<file path="config.mk">
export PLATFORM = sky130hd
export DESIGN_NAME = exc_entry_seq
export DESIGN_NICKNAME = d
export VERILOG_FILES = /design/src/rtl/exc_pkg.sv /design/src/rtl/exc_ctrl.sv /design/src/rtl/exc_dpath.sv /design/src/rtl/exc_entry_seq.sv
export SDC_FILE = /design/constraint.sdc
export NUM_CORES = 1
export LEC_CHECK = 0
export BUFFER_PORTS_ARGS = -buffer_cell sky130_fd_sc_hd__buf_2
export CORE_ASPECT_RATIO = 1.25
export CORE_MARGIN = 3
export CORE_UTILIZATION = 30
export CTS_BUF_LIST = sky130_fd_sc_hd__clkbuf_4 sky130_fd_sc_hd__clkbuf_8
export CTS_CLUSTER_SIZE = 8
export DETAILED_ROUTE_END_ITERATION = 10
export SYNTH_ARGS = -nofsm -noshare
export SYNTH_HDL_FRONTEND = slang
export SYNTH_SLANG_ARGS = --single-unit
</file>
<file path="constraint.sdc">
create_clock -name clk -period 4.4 [get_ports clk]
set_input_delay 0.88 -clock clk [delete_from_list [all_inputs] [get_ports clk]]
set_output_delay 0.88 -clock clk [all_outputs]
set_load 0.01 [all_outputs]
</file>
<file path="src/rtl/exc_pkg.sv">
package exc_pkg;

  localparam int SR_T1_BIT   = 15;
  localparam int SR_T0_BIT   = 14;
  localparam int SR_S_BIT    = 13;
  localparam int SR_MASK_LO  = 8;
  localparam int SR_MASK_W   = 3;
  localparam logic [3:0] FC_ACK     = 4'hF;
  localparam logic [3:0] FC_SUPDATA = 4'h5;

  typedef enum logic [2:0] {
    ST_IDLE, ST_IACK, ST_PCL, ST_PCH, ST_SR, ST_VHI, ST_VLO, ST_FIN
  } seqState_t;

  typedef enum logic [2:0] {
    SEL_IACK, SEL_PCL, SEL_PCH, SEL_SR, SEL_VHI, SEL_VLO
  } busSel_t;

  typedef struct packed {
    logic    capture;
    logic    latchVec;
    logic    decSsp;
    logic    latchHi;
    logic    loadPc;
    busSel_t sel;
  } dpStrobe_t;

endpackage

</file>
<file path="src/rtl/exc_ctrl.sv">
module exc_ctrl
  import exc_pkg::*;
(
  input  logic      clk,
  input  logic      rstN,
  input  logic      pendValid,
  input  logic      pendIrq,
  input  logic      busAck,
  output dpStrobe_t strb,
  output logic      busReq,
  output logic      busWe,
  output logic [3:0] busFc,
  output logic      busy,
  output logic      done
);

  seqState_t state, stateNxt;

  always_ff @(posedge clk) begin
    if (!rstN) state <= ST_IDLE;
    else       state <= stateNxt;
  end

  always_comb begin
    stateNxt = state;
    unique case (state)
      ST_IDLE: if (pendValid) stateNxt = pendIrq ? ST_IACK : ST_PCL;
      ST_IACK: if (busAck) stateNxt = ST_PCL;
      ST_PCL:  if (busAck) stateNxt = ST_PCH;
      ST_PCH:  if (busAck) stateNxt = ST_SR;
      ST_SR:   if (busAck) stateNxt = ST_VHI;
      ST_VHI:  if (busAck) stateNxt = ST_VLO;
      ST_VLO:  if (busAck) stateNxt = ST_FIN;
      ST_FIN:  stateNxt = ST_IDLE;
      default: stateNxt = ST_IDLE;
    endcase
  end

  logic inBus, inPush;
  assign inBus  = (state != ST_IDLE) && (state != ST_FIN);
  assign inPush = (state == ST_PCL) || (state == ST_PCH) || (state == ST_SR);

  always_comb begin
    strb          = '0;
    strb.capture  = (state == ST_IDLE) && pendValid;
    strb.latchVec = (state == ST_IACK) && busAck;
    strb.decSsp   = inPush && busAck;
    strb.latchHi  = (state == ST_VHI) && busAck;
    strb.loadPc   = (state == ST_VLO) && busAck;
    unique case (state)
      ST_IACK: strb.sel = SEL_IACK;
      ST_PCL:  strb.sel = SEL_PCL;
      ST_PCH:  strb.sel = SEL_PCH;
      ST_SR:   strb.sel = SEL_SR;
      ST_VHI:  strb.sel = SEL_VHI;
      default: strb.sel = SEL_VLO;
    endcase
  end

  assign busReq = inBus;
  assign busWe  = inPush;
  assign busFc  = (state == ST_IACK) ? FC_ACK : FC_SUPDATA;
  assign busy   = (state != ST_IDLE);
  assign done   = (state == ST_FIN);

  AST_DONE_PULSE: assert property (@(posedge clk) disable iff (!rstN)
    done |=> !done);

  AST_ACK_IS_READ: assert property (@(posedge clk) disable iff (!rstN)
    (busReq && busFc == FC_ACK) |-> !busWe);

  AST_PEND_WAITS: assert property (@(posedge clk) disable iff (!rstN)
    (busy && !done) |=> !$rose(strb.capture) || $past(done));

endmodule

</file>
<file path="src/rtl/exc_dpath.sv">
module exc_dpath
  import exc_pkg::*;
#(
  parameter int AW = 32,
  parameter int VW = 8,
  parameter int DW = 16
) (
  input  logic          clk,
  input  logic          rstN,
  input  dpStrobe_t     strb,
  input  logic          excReq,
  input  logic          excIsIrq,
  input  logic [2:0]    excLevel,
  input  logic [VW-1:0] excVector,
  input  logic [DW-1:0] srIn,
  input  logic [2*DW-1:0] pcIn,
  input  logic [AW-1:0] sspIn,
  input  logic [AW-1:0] vbrIn,
  input  logic [DW-1:0] busRdata,
  output logic [AW-1:0] busAddr,
  output logic [DW-1:0] busWdata,
  output logic          pendValid,
  output logic          pendIrq,
  output logic [DW-1:0] srOut,
  output logic [2*DW-1:0] pcOut,
  output logic [AW-1:0] sspOut
);

  localparam int PCW = 2 * DW;
  localparam logic [AW-1:0] WORD_BYTES = AW'(2);

  logic [2:0]    pendLevel, curLevel;
  logic [VW-1:0] pendVec, vecReg;
  logic [DW-1:0] savedSr, srReg, hiReg;
  logic [PCW-1:0] pcSave, pcReg;
  logic [AW-1:0] sspReg, vbrReg;

  // single held request; a new one always wins over consumption
  always_ff @(posedge clk) begin
    if (!rstN) begin
      pendValid <= 1'b0;
      pendIrq   <= 1'b0;
      pendLevel <= '0;
      pendVec   <= '0;
    end else if (excReq) begin
      pendValid <= 1'b1;
      pendIrq   <= excIsIrq;
      pendLevel <= excLevel;
      pendVec   <= excVector;
    end else if (strb.capture) begin
      pendValid <= 1'b0;
    end
  end

  logic [DW-1:0] srMod;
  always_comb begin
    srMod = srIn;
    srMod[SR_T1_BIT] = 1'b0;
    srMod[SR_T0_BIT] = 1'b0;
    srMod[SR_S_BIT]  = 1'b1;
    if (pendIrq) srMod[SR_MASK_LO +: SR_MASK_W] = pendLevel;
  end

  always_ff @(posedge clk) begin
    if (!rstN) begin
      savedSr  <= '0;
      srReg    <= '0;
      pcSave   <= '0;
      pcReg    <= '0;
      sspReg   <= '0;
      vbrReg   <= '0;
      vecReg   <= '0;
      curLevel <= '0;
      hiReg    <= '0;
    end else begin
      if (strb.capture) begin
        savedSr  <= srIn;
        srReg    <= srMod;
        pcSave   <= pcIn;
        sspReg   <= sspIn;
        vbrReg   <= vbrIn;
        vecReg   <= pendVec;
        curLevel <= pendLevel;
      end
      if (strb.latchVec) vecReg <= busRdata[VW-1:0];
      if (strb.decSsp)   sspReg <= sspReg - WORD_BYTES;
      if (strb.latchHi)  hiReg  <= busRdata;
      if (strb.loadPc)   pcReg  <= {hiReg, busRdata};
    end
  end

  logic [AW-1:0] pushAddr, tableAddr, ackAddr;
  assign pushAddr  = sspReg - WORD_BYTES;
  assign tableAddr = vbrReg + ({{(AW-VW){1'b0}}, vecReg} << 2);
  assign ackAddr   = {{(AW-4){1'b1}}, curLevel, 1'b1};

  always_comb begin
    busAddr  = tableAddr;
    busWdata = '0;
    unique case (strb.sel)
      SEL_IACK: busAddr = ackAddr;
      SEL_PCL:  begin busAddr = pushAddr; busWdata = pcSave[DW-1:0]; end
      SEL_PCH:  begin busAddr = pushAddr; busWdata = pcSave[PCW-1:DW]; end
      SEL_SR:   begin busAddr = pushAddr; busWdata = savedSr; end
      SEL_VHI:  busAddr = tableAddr;
      SEL_VLO:  busAddr = tableAddr + WORD_BYTES;
      default:  busAddr = tableAddr;
    endcase
  end

  assign srOut  = srReg;
  assign pcOut  = pcReg;
  assign sspOut = sspReg;

  AST_SUPER_ON: assert property (@(posedge clk) disable iff (!rstN)
    strb.capture |=> srOut[SR_S_BIT] && !srOut[SR_T1_BIT] && !srOut[SR_T0_BIT]);

  AST_MASK_KEEP: assert property (@(posedge clk) disable iff (!rstN)
    (strb.capture && !pendIrq) |=> srOut[SR_MASK_LO +: SR_MASK_W] == $past(srIn[SR_MASK_LO +: SR_MASK_W]));

  AST_SSP_STEP: assert property (@(posedge clk) disable iff (!rstN)
    strb.decSsp |=> sspOut == $past(sspOut) - WORD_BYTES);

  AST_SAVED_FRAME: assert property (@(posedge clk) disable iff (!rstN)
    (strb.sel == SEL_SR && strb.decSsp) |-> busWdata == savedSr);

endmodule

</file>
<file path="src/rtl/exc_entry_seq.sv">
module exc_entry_seq
  import exc_pkg::*;
#(
  parameter int AW = 32,
  parameter int VW = 8
) (
  input  logic          clk,
  input  logic          rstN,
  input  logic          excReq,
  input  logic          excIsIrq,
  input  logic [2:0]    excLevel,
  input  logic [VW-1:0] excVector,
  input  logic [15:0]   srIn,
  input  logic [31:0]   pcIn,
  input  logic [AW-1:0] sspIn,
  input  logic [AW-1:0] vbrIn,
  output logic          busReq,
  output logic          busWe,
  output logic [3:0]    busFc,
  output logic [AW-1:0] busAddr,
  output logic [15:0]   busWdata,
  input  logic [15:0]   busRdata,
  input  logic          busAck,
  output logic [15:0]   srOut,
  output logic [31:0]   pcOut,
  output logic [AW-1:0] sspOut,
  output logic          busy,
  output logic          done
);

  dpStrobe_t strb;
  logic pendValid, pendIrq;

  exc_ctrl uCtrl (
    .clk(clk), .rstN(rstN), .pendValid(pendValid), .pendIrq(pendIrq),
    .busAck(busAck), .strb(strb), .busReq(busReq), .busWe(busWe),
    .busFc(busFc), .busy(busy), .done(done)
  );

  exc_dpath #(.AW(AW), .VW(VW), .DW(16)) uDpath (
    .clk(clk), .rstN(rstN), .strb(strb), .excReq(excReq),
    .excIsIrq(excIsIrq), .excLevel(excLevel), .excVector(excVector),
    .srIn(srIn), .pcIn(pcIn), .sspIn(sspIn), .vbrIn(vbrIn),
    .busRdata(busRdata), .busAddr(busAddr), .busWdata(busWdata),
    .pendValid(pendValid), .pendIrq(pendIrq), .srOut(srOut),
    .pcOut(pcOut), .sspOut(sspOut)
  );

  AST_REQ_HOLD: assert property (@(posedge clk) disable iff (!rstN)
    (busReq && !busAck) |=> busReq && $stable(busAddr) && $stable(busWe));

endmodule

</file>
==> flow_metrics.env, run 1 <==
export IMPL_clk_latency_ns=0.49
export IMPL_cts_root_buf="clkbuf_8"
export IMPL_routed_via_density=5.13
export IMPL_p_leak_nw=6.08
export IMPL_n_antenna_cell=0
export IMPL_synth_top_cells_by_count="nand2_1, dfxtp_1, a21boi_0, clkbuf_1, a21oi_1"
export IMPL_yosys_top_cells_area="dfxtp_1, nand2_1, a21boi_0, a21oi_1, clkbuf_1"
export IMPL_slew_violations=0
export IMPL_hold_end="uDpath.pcSave[2]"
export IMPL_violations="setup timing"
export IMPL_numClockSinks=191
export IMPL_grt_max_degree=108
export IMPL_drive_above_1_share_pct=29.4
export IMPL_crit_path_cell_trace="ha_4 > fa_2 > nand3_2 > nand2b_4 > or3_4 > or4b_4 > nor4_4 > a41oi_2 > a221o_1 > a31oi_1 > buf_2"
export IMPL_initialDrtViolationCount=747
export IMPL_start_kind="flip-flop"
export IMPL_synth_cell_types=78
export IMPL_syn_avg_cell_area_um2=7.72
export IMPL_track_usage_pct=19.3
export IMPL_setup_tns_ns=-2.61
export IMPL_core_rowCount=77
export IMPL_critPathMaxStageDelay_ns=0.55
export IMPL_final_nets=1854
export IMPL_yosys_warnings=0
export IMPL_clkTransAtPathRegs_ns=0.09
export IMPL_cts_buffer_depth=2
export IMPL_slew_headroom_pct=30.1
export IMPL_async_reset_ff_share_pct=0
export IMPL_dieArea_um2=39000
export IMPL_fin_area_um2=14100
export IMPL_path_buf_inv=1
export IMPL_die_x_um=177
export IMPL_min_period_ns=4.74
export IMPL_synth_seq_cells=191
export IMPL_drc=0
export IMPL_min_delay_path_depth=2
export IMPL_r2r_cells=7
export IMPL_setup_viol=15
export IMPL_synth_top_area_share_pct=34.8
export IMPL_hold_viol_final=0
export IMPL_vias=11200
export IMPL_crit_path_max_fanout=4
export IMPL_synth_seq_area_share_pct=34.8
export IMPL_max_freq_ghz=0.211
export IMPL_grt_pass1_wl_mm=59.1
export IMPL_drv_cap=0
export IMPL_grt_ovfl_total=0
export IMPL_ir_worst_vdd_mv=0.219
export IMPL_pre_cts_ws_ns=0.0371
export IMPL_busiest_layer="met2"
export IMPL_grt_util_met1_pct=23.0
export IMPL_grt_setup_unrepaired="true"
export IMPL_critical_path_class="flip-flop to primary output"
export IMPL_r2r_setup_slack_ns=1.44
export IMPL_hold_path_class="flip-flop to flip-flop"
export IMPL_critPathRequiredTime_ns=3.52
export IMPL_ys_flop_type="dfxtp_1"
export IMPL_reg2reg_to="uDpath.sspOut[28]"
export IMPL_start_util_pct=30.8
export IMPL_wl_mm=39.5
export IMPL_dpl_hpwl_mm=29.1
export IMPL_cts_tree="done"
export IMPL_yosys_area_top_type="dfxtp_1"
export IMPL_drtPass1Iterations=8
export IMPL_grt_util_met3_pct=4.19
export IMPL_worst_pin_slew_ns=1.05
export IMPL_postSynthCellCount=1425
export IMPL_clock_skew_ns=0.0196
export IMPL_cts_made_buffers=17
export IMPL_h_tree_depth=4
export IMPL_antenna_found_initial=6
export IMPL_finalWeightedCongestion=0.894
export IMPL_synth_most_common_cell="nand2_1"
export IMPL_die_h_um=220
export IMPL_arrival_ns=3.86
export IMPL_worstHoldStart="uDpath.pcSave[2]"
export IMPL_cp_slowest_cell="fa_2"
export IMPL_layout_area_overhead_vs_synth_pct=28.2
export IMPL_port_buffers=275
export IMPL_endpoint_kind="primary output"
export IMPL_grt_pass1_vias=10700
export IMPL_period_share_pct=108
export IMPL_cp_top_family="simple AND/OR/NAND/NOR gates"
export IMPL_timing_rr_start="uCtrl.state[2]"
export IMPL_power_density_nw_per_um2=542
export IMPL_wl_per_cell_um=18.1
export IMPL_synth_edf_count=0
export IMPL_final_antenna_net_count=0
export IMPL_placedInstanceArea_um2=12900
export IMPL_use_met2_pct=34.4
export IMPL_core_area_um2=35700
export IMPL_setup_slack_ns=-0.336
export IMPL_ioPinCount=280
export IMPL_syn_area_um2=11000
export IMPL_outcome="finished with violations"
## metal layers
metal  share of wire, %  up-vias
li1                   -     5460
met1                 41     5305
met2                 51      358
met3                6.0       61
met4                2.5       12
met5               0.20        -
## report_power, final
| group | internal, W | switching (W) | total [W] |
|---|---|---|---|
| Clock | 0.000432 | 0.000680 | 0.00111 |
| Sequential | 0.00196 | 0.000295 | 0.00225 |
| Combinational | 0.00174 | 0.00254 | 0.00428 |
| Total | 0.00413 | 0.00352 | 0.00765 |
## worst register-to-register path, stage by stage, from the launching register on
cell      delay [ns]
dfxtp_1         0.76
nor3_1          0.22
a21o_1          0.33
nor2_1          0.65
nor2_1          0.34
a21o_1          0.25
a221oi_1        0.23
nor2b_1         0.07
## worst max path at each step
stage	from	slack (ns)	cells past startpoint	endpoint
2_1_floorplan	uDpath.vbrReg[2]	0.24	11	busAddr[26]
3_3_place_gp	uDpath.vbrReg[2]	0.07	15	busAddr[30]
3_5_place_dp	uDpath.vbrReg[2]	0.04	15	busAddr[30]
4_1_cts	uDpath.vbrReg[2]	-0.37	11	busAddr[26]
5_1_grt	uDpath.vbrReg[2]	-0.52	12	busAddr[26]
6_report	uDpath.vbrReg[2]	-0.34	11	busAddr[26]
## stage by stage
step / power (W) / hold WS (ns) / cells / utilization (%)
finish: 0.00765 / 0.466 / 2182 / 39.5
detailed placement: 0.00630 / 0.452 / 2112 / 36.1
global placement: 0.00625 / 0.448 / 2112 / 36.1
floorplan: 0.00473 / 0.440 / 1427 / -
global route: 0.00821 / 0.484 / 2182 / 39.5
CTS: 0.00755 / 0.471 / 2171 / 38.3
## cell usage in the layout (no fill, tap or decap), types with 25 or more instances in the layout
cell	count
o21ai_0	40
a21oi_1	70
dfxtp_1	188
nor2_1	63
buf_2	273
nand2_1	352
nor2b_1	32
inv_1	32
xnor2_1	25
a21boi_0	143
buf_4	68
## registers in the layout, indices dropped and copies added (netlist names), 3 cells and up
signal / count
uDpath.vecReg: 8
uDpath.sspOut: 32
uDpath.vbrReg: 32
uDpath.srOut: 4
uDpath.curLevel: 3
uCtrl.state: 3
uDpath.pendLevel: 3
uDpath.pcOut: 32
uDpath.pcSave: 32
uDpath.pendVec: 8
uDpath.savedSr: 16
uDpath.hiReg: 16
## final cells by class
cell class / count / area (um^2)
repair buffers: 361 / 2110
multi-input cells: 1091 / 7090
inverters: 33 / 124
fillers: 3736 / 21600
clock inverters: 12 / 97.6
flip-flops and latches: 191 / 3830
clock buffers: 20 / 263
well taps: 474 / 593
## cells by family (layout without fill, tap and decap cells)
kind of cell,after synthesis,after routing,synth area share (%)
muxes,20,20,1.82
buffers and inverters,145,426,5.59
adders and majority gates,15,15,1.77
and+or+nand+nor,604,604,25.8
DFF,191,191,34.8
other,2,4,0.0683
AOI/OAI and AO/OA,390,390,25.4
xor gates and xnor gates,58,58,4.76
## what timing repair did
action                     in CTS  in global routing
pin swaps                      17                 38
buffers inserted               26                 15
setup endpoints to repair      21                 22
gates resized for setup        49                 68
cloned                          1                  0
hold endpoints to repair        0                  0
hold buffers                    0                  0
Power figures use the tool's default switching activity.
==> run 2, diff against run 1 <==
--- a/config.mk
+++ b/config.mk
@@ -5,6 +5,7 @@
 export SDC_FILE = /design/constraint.sdc
 export NUM_CORES = 1
 export LEC_CHECK = 0
+export ABC_AREA = 0
 export BUFFER_PORTS_ARGS = -buffer_cell sky130_fd_sc_hd__buf_2
 export CORE_ASPECT_RATIO = 1.25
 export CORE_MARGIN = 3
@@ -12,6 +13,7 @@
 export CTS_BUF_LIST = sky130_fd_sc_hd__clkbuf_4 sky130_fd_sc_hd__clkbuf_8
 export CTS_CLUSTER_SIZE = 8
 export DETAILED_ROUTE_END_ITERATION = 10
+export RECOVER_POWER = 50
 export SYNTH_ARGS = -nofsm -noshare
 export SYNTH_HDL_FRONTEND = slang
 export SYNTH_SLANG_ARGS = --single-unit
==> flow_metrics.env, run 2 (synthesized netlist as in run 1, its figures left out) <==
export IMPL_nFillCells=3783
export IMPL_outcome="finished with violations"
export IMPL_dieArea_um2=39000
export IMPL_power_density_nw_per_um2=545
export IMPL_start_kind="flip-flop"
export IMPL_grt_pass1_wl_mm=59.1
export IMPL_grt_max_degree=108
export IMPL_numClockSinks=191
export IMPL_fin_cells=2182
export IMPL_h_tree_depth=4
export IMPL_slew_headroom_pct=-31.4
export IMPL_dp_cells=2112
export IMPL_reg2reg_to="uDpath.vbrReg[14]"
export IMPL_setup_tns_ns=-2.64
export IMPL_cts_tree="done"
export IMPL_violations="capacitance limit, slew limit, setup timing"
export IMPL_final_cell_mix="nand2_1, buf_2, dfxtp_1"
export IMPL_wl_per_cell_um=18.1
export IMPL_timing_rr_start="uCtrl.state[0]"
export IMPL_port_buffers=275
export IMPL_grt_setup_unrepaired="true"
export IMPL_dpl_hpwl_mm=29.1
export IMPL_routed_via_density=5.12
export IMPL_final_antenna_net_count=0
export IMPL_placedInstanceArea_um2=12900
export IMPL_max_freq_ghz=0.211
export IMPL_clk_latency_ns=0.49
export IMPL_core_area_um2=35700
export IMPL_endpoint_kind="primary output"
export IMPL_ioPinCount=280
export IMPL_critPathMaxStageDelay_ns=0.55
export IMPL_path_buf_inv=1
export IMPL_utilization_pct=39.1
export IMPL_final_common_cell="nand2_1"
export IMPL_antenna_found_initial=6
export IMPL_hold_end="uDpath.pcOut[17]"
export IMPL_n_antenna_cell=0
export IMPL_crit_path_max_fanout=4
export IMPL_grt_ovfl_total=0
export IMPL_arrival_ns=3.86
export IMPL_grt_pass1_vias=10700
export IMPL_track_usage_pct=19.3
export IMPL_start_util_pct=30.8
export IMPL_crit_path_cell_trace="ha_4 > fa_2 > nand3_2 > nand2b_4 > or3_4 > or4b_4 > nor4_4 > a41oi_2 > a221o_1 > a31oi_1 > buf_2"
export IMPL_cts_root_buf="clkbuf_8"
export IMPL_hold_viol_final=0
export IMPL_finalWeightedCongestion=0.894
export IMPL_cp_slowest_cell="fa_2"
export IMPL_critPathRequiredTime_ns=3.52
export IMPL_initialDrtViolationCount=691
export IMPL_die_h_um=220
export IMPL_clock_skew_ns=0.0187
export IMPL_p_leak_nw=5.73
export IMPL_pre_cts_ws_ns=0.0371
export IMPL_layout_area_overhead_vs_synth_pct=27.0
export IMPL_vias=11200
export IMPL_drc=0
export IMPL_r2r_setup_slack_ns=0.58
export IMPL_wl_mm=39.5
export IMPL_r2r_cells=8
export IMPL_clkTransAtPathRegs_ns=0.10
export IMPL_drive_above_1_share_pct=24.6
export IMPL_period_share_pct=108
export IMPL_final_nets=1854
export IMPL_critical_path_class="flip-flop to primary output"
export IMPL_cp_top_family="simple AND/OR/NAND/NOR gates"
export IMPL_setup_viol=15
export IMPL_core_rowCount=77
export IMPL_worstHoldStart="uDpath.pcOut[17]"
export IMPL_slew_violations=200
export IMPL_min_period_ns=4.74
export IMPL_hold_path_class="flip-flop to flip-flop"
export IMPL_cts_made_buffers=17
export IMPL_worst_pin_slew_ns=1.97
export IMPL_fin_area_um2=14000
export IMPL_drtPass1Iterations=6
export IMPL_ir_worst_vdd_mv=0.219
export IMPL_drv_cap=3
export IMPL_setup_slack_ns=-0.339
export IMPL_die_x_um=177
export IMPL_min_delay_path_depth=2
export IMPL_cts_buffer_depth=2
==> run 2: how the worst max path moves through the flow <==
stage                  end  slack (ns)              from  cells past startpoint
6_report       busAddr[26]       -0.34  uDpath.vbrReg[2]                     11
5_1_grt        busAddr[26]       -0.52  uDpath.vbrReg[2]                     12
4_1_cts        busAddr[26]       -0.37  uDpath.vbrReg[2]                     11
3_5_place_dp   busAddr[30]        0.04  uDpath.vbrReg[2]                     15
3_3_place_gp   busAddr[30]        0.07  uDpath.vbrReg[2]                     15
2_1_floorplan  busAddr[26]        0.24  uDpath.vbrReg[2]                     11
==> run 2: worst register-to-register path: stages (launching register included) <==
cell and delay, ns:
dfxtp_1 0.35, inv_1 0.08, ha_1 0.19, inv_1 0.08
nor2_1 0.34, and2_0 0.76, clkbuf_1 1.47, nand2_1 0.26
a21boi_0 0.22
==> run 2: per-stage QoR <==
| stage | total power, W | hold WS [ns] |
|---|---|---|
| after floorplan | 0.00473 | 0.440 |
| after global placement | 0.00625 | 0.448 |
| after detailed placement | 0.00630 | 0.452 |
| after CTS | 0.00755 | 0.471 |
| after global routing | 0.00819 | 0.492 |
| final | 0.00761 | 0.471 |
==> run 2: report_power, final <==
| part | internal (W) | total (W) | switching, W | leakage [nW] |
|---|---|---|---|---|
| Sequential | 0.00196 | 0.00226 | 0.000297 | 1.55 |
| Clock | 0.000432 | 0.00111 | 0.000680 | 0.184 |
| Combinational | 0.00171 | 0.00424 | 0.00253 | 3.99 |
==> run 2: repair_timing <==
item	in CTS	in global routing
gates resized for setup	49	68
hold buffers	0	0
setup buffers	26	15
cloned	1	0
pin swaps	17	38
endpoints found under the setup margin	21	22
==> run 2: area by class of cell <==
class                           count  area [um^2]  share of cell area [%]
Timing Repair Buffer              361         1980                    14.2
Clock buffer                       20          263                    1.88
Inverter                           33          124                   0.887
Sequential cell                   191         3830                    27.4
Multi-Input combinational cell   1091         7080                    50.7
Clock inverter                     12         97.6                   0.699
Tap cell                          474          593                    4.25
==> run 2: per-layer routing <==
layer	vias up	part of all wire [%]	GRT usage (%)
li1	5465	-	-
met4	12	2.4	6.44
met3	59	6.0	4.19
met5	-	0.19	0
met2	357	51	34.4
met1	5273	41	23.0
